[src/rtl/seg_dac_splitter.sv]
module seg_dac_splitter #(
  parameter int W       = 18,
  parameter int LW      = 10,
  parameter int OFS_BIT = 9
) (
  input  logic          clk,
  input  logic          rst,
  input  logic          smp_vld,
  input  logic [W-1:0]  smp_in,
  output logic [LW-1:0] ladder_code,
  output logic          ofs_en,
  output logic          ns_bit
);
  localparam int FW = W - LW;
  localparam logic [W-1:0] MID    = W'(1) << (W - 1);
  localparam logic [W-1:0] OFS_WT = W'(1) << OFS_BIT;
  localparam logic [W-1:0] ZERO_U = MID - OFS_WT;

  logic [FW-1:0] fine_q;
  logic [FW-1:0] acc_q;
  logic          nonneg;
  logic [W-1:0]  ucode;
  logic [FW:0]   acc_sum;

  assign nonneg  = ~smp_in[W-1];
  assign ucode   = smp_in + MID - (nonneg ? OFS_WT : '0);
  assign acc_sum = {1'b0, acc_q} + {1'b0, fine_q};

  always_ff @(posedge clk) begin
    if (rst) begin
      ladder_code <= ZERO_U[W-1:FW];
      fine_q      <= ZERO_U[FW-1:0];
      ofs_en      <= 1'b1;
      acc_q       <= '0;
      ns_bit      <= 1'b0;
    end else begin
      acc_q  <= acc_sum[FW-1:0];
      ns_bit <= acc_sum[FW];
      if (smp_vld) begin
        ladder_code <= ucode[W-1:FW];
        fine_q      <= ucode[FW-1:0];
        ofs_en      <= nonneg;
      end
    end
  end
endmodule

[config.mk]
export PLATFORM = sky130hd
export DESIGN_NAME = seg_dac_splitter
export DESIGN_NICKNAME = d
export VERILOG_FILES = /design/src/rtl/seg_dac_splitter.sv
export SDC_FILE = /design/constraint.sdc
export NUM_CORES = 1
export LEC_CHECK = 0
export BUFFER_PORTS_ARGS = -buffer_cell sky130_fd_sc_hd__buf_2
export CAP_MARGIN = 20
export CORE_ASPECT_RATIO = 1.75
export CORE_UTILIZATION = 35
export DETAILED_ROUTE_END_ITERATION = 10
export MAX_ROUTING_LAYER = met4
export PLACE_DENSITY = 0.64
export REMOVE_ABC_BUFFERS = 1
export SLEW_MARGIN = 15
export SYNTH_ARGS = -nofsm -noshare
export SYNTH_HDL_FRONTEND = slang
export SYNTH_SLANG_ARGS = --single-unit
[constraint.sdc]
create_clock -name clk -period 3 [get_ports clk]
set_clock_uncertainty 0.2 [all_clocks]
set_input_delay 0.6 -clock clk [delete_from_list [all_inputs] [get_ports clk]]
set_output_delay 0.6 -clock clk [all_outputs]
set_load 0.05 [all_outputs]
After elaboration in Yosys (flattened, before gate mapping)
Index checks and enable logic that the tools add are counted.
W data, S select, Z words.
{"block": "classes", "addsub": 3, "mul": 0, "n_bitwise": 1, "n_eq_ne": 0, "div_mod_pow": 0, "n_lt_le_gt_ge": 0, "reduce_logical": 0, "shifts": 0, "mux": 1}
{"op": "$add A18 B18 Y18 const B", "count": 1}
{"op": "$sub A18 B10 Y18", "count": 1}
{"op": "$mux W10", "count": 1}
{"op": "$add A8 B8 Y9", "count": 1}
{"op": "$not A1 Y1", "count": 1}
{"block": "word_totals", "latch_bits": 0, "ram_bits": 0, "romBits": 0, "mem_count": 0, "word_cells": 10, "in_bits": 21, "reg_bits": 28, "output_inout_bits": 12}

Depth between registers and ports, before layout
{"block": "logic_depth", "word_depth": 2, "ltp_mapped": 9, "ltp_nobuf": 8}

Worst setup path before layout
Ideal clock, no wire load.
{"block": "synth_path", "kind": "input port to flip-flop", "from": "in smp_in[9]", "to": "reg ladder_code[6]", "path_slack_ns": 0.566, "setup_ns": 0.128, "arrival_time_ns": 2.106, "cell_stages": 9, "t_required_ns": 2.672, "n_path_buf": 1, "cell_sequence": "ha_1 -> ha_1 -> clkbuf_1 -> nand3_1 -> o211ai_1 -> a21oi_1 -> o211ai_1 -> xnor2_1 -> o21ai_1"}
{"block": "synth_via", "elab_chain_len": 2}
{"item": "from (decl)", "line": "9", "rtl": "input logic [W-1:0] smp_in,"}
{"item": "$add A18 B18 Y18", "line": "26", "rtl": "assign ucode = smp_in + MID - (nonneg ? OFS_WT : '0);"}
{"item": "$sub A18 B10 Y18", "line": "26"}
{"item": "to (signal assigned)", "line": "31", "rtl": "ladder_code <= ZERO_U[W-1:FW];"}
{"item": "to (signal assigned)", "line": "40", "rtl": "ladder_code <= ucode[W-1:FW];"}
{"item": "to (decl)", "line": "10", "rtl": "output logic [LW-1:0] ladder_code,"}
Every way passes these cells.
A chain may end at the register's enable or synchronous reset.

Worst setup path in the final report
{"block": "layout_path", "from": "in smp_in[17]", "to": "reg ladder_code[6]"}
{"block": "layout_via", "elab_chain_len": 2}
{"item": "$mux W10", "line": "26"}
{"item": "$sub A18 B10 Y18", "line": "26"}
Every way passes these cells.

==> impl_metrics.env <==
export IMPL_yosys_area_share_xor_xnor_pct=7.68
export IMPL_cap_violations=0
export IMPL_max_freq_ghz=0.412
export IMPL_synth_avg_cell_area_um2=8.18
export IMPL_rsz0062_at_grt="no"
export IMPL_synth_edf_count=0
export IMPL_ys_flop_type="dfxtp_1"
export IMPL_cts_tree="done"
export IMPL_first_global_vias=1733
export IMPL_rows=36
export IMPL_initial_core_util_pct=36.5
export IMPL_drv_slew=0
export IMPL_syn_inst=251
export IMPL_maxSlewHeadroom_pct=65.4
export IMPL_ys_warn_count=0
export IMPL_final_setup_tns_ns=0
export IMPL_wl_per_cell_um=13.2
export IMPL_grt_first_pass_wirelength_um=7710
export IMPL_design_die_area_um2=6190
export IMPL_vias_per_cell=5.09
export IMPL_cp_max_fo=7
export IMPL_crit_type="input port to flop"
export IMPL_portBuffers=32
export IMPL_yosysMostFrequentCell="dfxtp_1"
export IMPL_arrival_ns=2.38
export IMPL_cts_max_path_buffers=2
export IMPL_gp_congestion=0.837
export IMPL_synth_top_family_by_area="compound AO/OA/AOI/OAI gates"
export IMPL_layout_setup_ws_ns=0.570
export IMPL_ys_seq_elements=28
export IMPL_clkSinkCount=28
export IMPL_drt_first_pass_iters=4
export IMPL_grt_busiest_layer="met2"
export IMPL_antenna_found_initial=0
export IMPL_cp_start_kind="input port"
export IMPL_grtUsageMet2_pct=31.8
export IMPL_seq_power_share_pct=41.2
export IMPL_async_flop_share_pct=0
export IMPL_grt_util_met1_pct=17.2
export IMPL_drtIter0Drc=55
export IMPL_pwr_density_cell_nw_per_um2=455
export IMPL_ys_top_cells_by_count="dfxtp_1 (28), ha_1 (25), inv_1 (23), nor2_1 (23), a21oi_1 (22)"
export IMPL_synthMuxAreaShare_pct=2.68
export IMPL_multi_input_area_um2=1360
export IMPL_routed_wl_um=4640
export IMPL_die_height_um=103
export IMPL_synthesis_area_um2=2050
export IMPL_htreeDepth=1
export IMPL_run_status="complete, no violations"
export IMPL_p_leak_nw=1.07
export IMPL_cts_root_buf="clkbuf_8"
export IMPL_coreArea_um2=5630
export IMPL_yosysUniqueCellTypes=46
export IMPL_drive_above_1_share_pct=15.9
export IMPL_cp_required_ns=2.95
export IMPL_dp_hpwl_um=3780
export IMPL_n_antenna_cell=0
export IMPL_place_ws_ns=0.285
export IMPL_synth_compound_area_share_pct=24.9
export IMPL_ant_nets=0
export IMPL_globalRouteOverflowTotal=0
export IMPL_grt_util_met3_pct=1.87
export IMPL_fin_crit_sh_pct=81.0
export IMPL_synth_adder_area_share_pct=16.2
export IMPL_io_pin_count=33
export IMPL_fillers=578
export IMPL_post_route_drc_count=0
export IMPL_worstMarginPinSlew_ns=0.512
export IMPL_hold_class="flop to flop"
export IMPL_p_int_mw=0.672
export IMPL_holdBufCountCts=0
export IMPL_track_usage_pct=17.0
export IMPL_yosysSeqAreaShare_pct=27.3
export IMPL_fp_dieW_um=59.9
export IMPL_grt_start_max_net_pins=26
export IMPL_finalSetupViolations=0
export IMPL_nNetsFinal=325
export IMPL_numCtsBuffers=3
export IMPL_path_clk_slew_ns=0.09
export IMPL_via_count=1792
export IMPL_clockPowerShare_pct=19.0
export IMPL_netlist_top_cells_area="dfxtp_1 (27%), ha_1 (15%), xnor2_1 (6.8%)"
export IMPL_min_period_ns=2.43
export IMPL_endpoint_kind="flop"
export IMPL_post_cts_setup_buffers=0
export IMPL_clkLatencyLatePin_ns=0.26
export IMPL_ctsResizeCount=0
export IMPL_synth_top_area_share_pct=27.3
export IMPL_switching_share_pct=36.3
export IMPL_finalPower_mw=1.05
export IMPL_hold_viol_final=0
export IMPL_pwr_share_comb_pct=39.7
export IMPL_area_growth_syn_to_layout_pct=12.7
export IMPL_final_seq_area_um2=561
export IMPL_p_switching_mw=0.382
export IMPL_max_vdd_ir_drop_uv=182
export IMPL_synth_simple_area_share_pct=14.8
export IMPL_yosysTopAreaCell="dfxtp_1"
## flip-flops by register name (all words and copies together) (netlist names)
name and cells:
ofs_en 1, ladder_code 10, ns_bit 1, fine_q 8, acc_q 8
## per-stage QoR
stage | instances | util (%) | hold WS, ns | area [um2]
after floorplan | 240 | - | 0.262 | 2010
after global placement | 349 | 40.4 | 0.256 | 2270
after detailed placement | 349 | 40.4 | 0.256 | 2270
after CTS | 352 | 41.1 | 0.283 | 2310
after global routing | 352 | 41.1 | 0.303 | 2310
final | 352 | 41.1 | 0.283 | 2310
## cell usage in the layout (no fill, tap or decap), drive strengths merged, types with 6 or more instances in the layout
| cell | netlist | final |
|---|---|---|
| inv | 23 | 23 |
| nor2 | 23 | 23 |
| xnor2 | 16 | 16 |
| a21oi | 25 | 25 |
| ha | 25 | 25 |
| buf | 1 | 33 |
| o21a | 7 | 7 |
| dfxtp | 28 | 28 |
| nand2 | 13 | 13 |
| nor3 | 6 | 6 |
| o21ai | 10 | 10 |
| nand3 | 6 | 6 |
## kinds of logic (layout without fill, tap and decap cells)
group,Yosys count,in the layout
muxes,5,5
buffers and inverters,35,60
and+or+nand+nor,65,65
xor gates and xnor gates,18,18
adders and majority gates,26,26
DFF,28,28
AOI/OAI and AO/OA,74,74
## worst paths after layout
path	cells after the start	startpoint	slack, ns	to
min reg2reg	2	ofs_en	0.28	ofs_en
max reg2reg	8	fine_q[0]	0.71	ns_bit
min	2	ofs_en	0.28	ofs_en
max	9	smp_in[17]	0.57	ladder_code[6]
## worst max-delay path, stage by stage
cell	delay, ns
buf_2	0.14
ha_1	0.29
ha_1	0.41
nand3_1	0.13
nor3_1	0.21
o311ai_0	0.22
o211ai_1	0.18
xnor2_1	0.14
o21ai_1	0.07
## layer usage
layer | wire length (um) | up-vias
li1 | - | 931
met1 | 1870 | 828
met2 | 2560 | 23
met3 | 72 | 10
met4 | 130 | 0
met5 | 0 | -
## power groups by stage
stage | sequential [mW] | clock [mW] | combinational [mW]
final | 0.435 | 0.201 | 0.419
after global routing | 0.440 | 0.224 | 0.468
after CTS | 0.436 | 0.210 | 0.421
after detailed placement | 0.444 | 0 | 0.419
after global placement | 0.444 | 0 | 0.413
after floorplan | 0.496 | 0 | 0.267
## final cells by class
class	count	share of cell area (%)
well taps	76	4.11
inverters	24	3.89
flip-flops and latches	28	24.2
clock buffers	3	1.78
repair buffers	33	7.24
multi-input cells	188	58.8
Note: power is estimated with default switching activity, not from simulation.
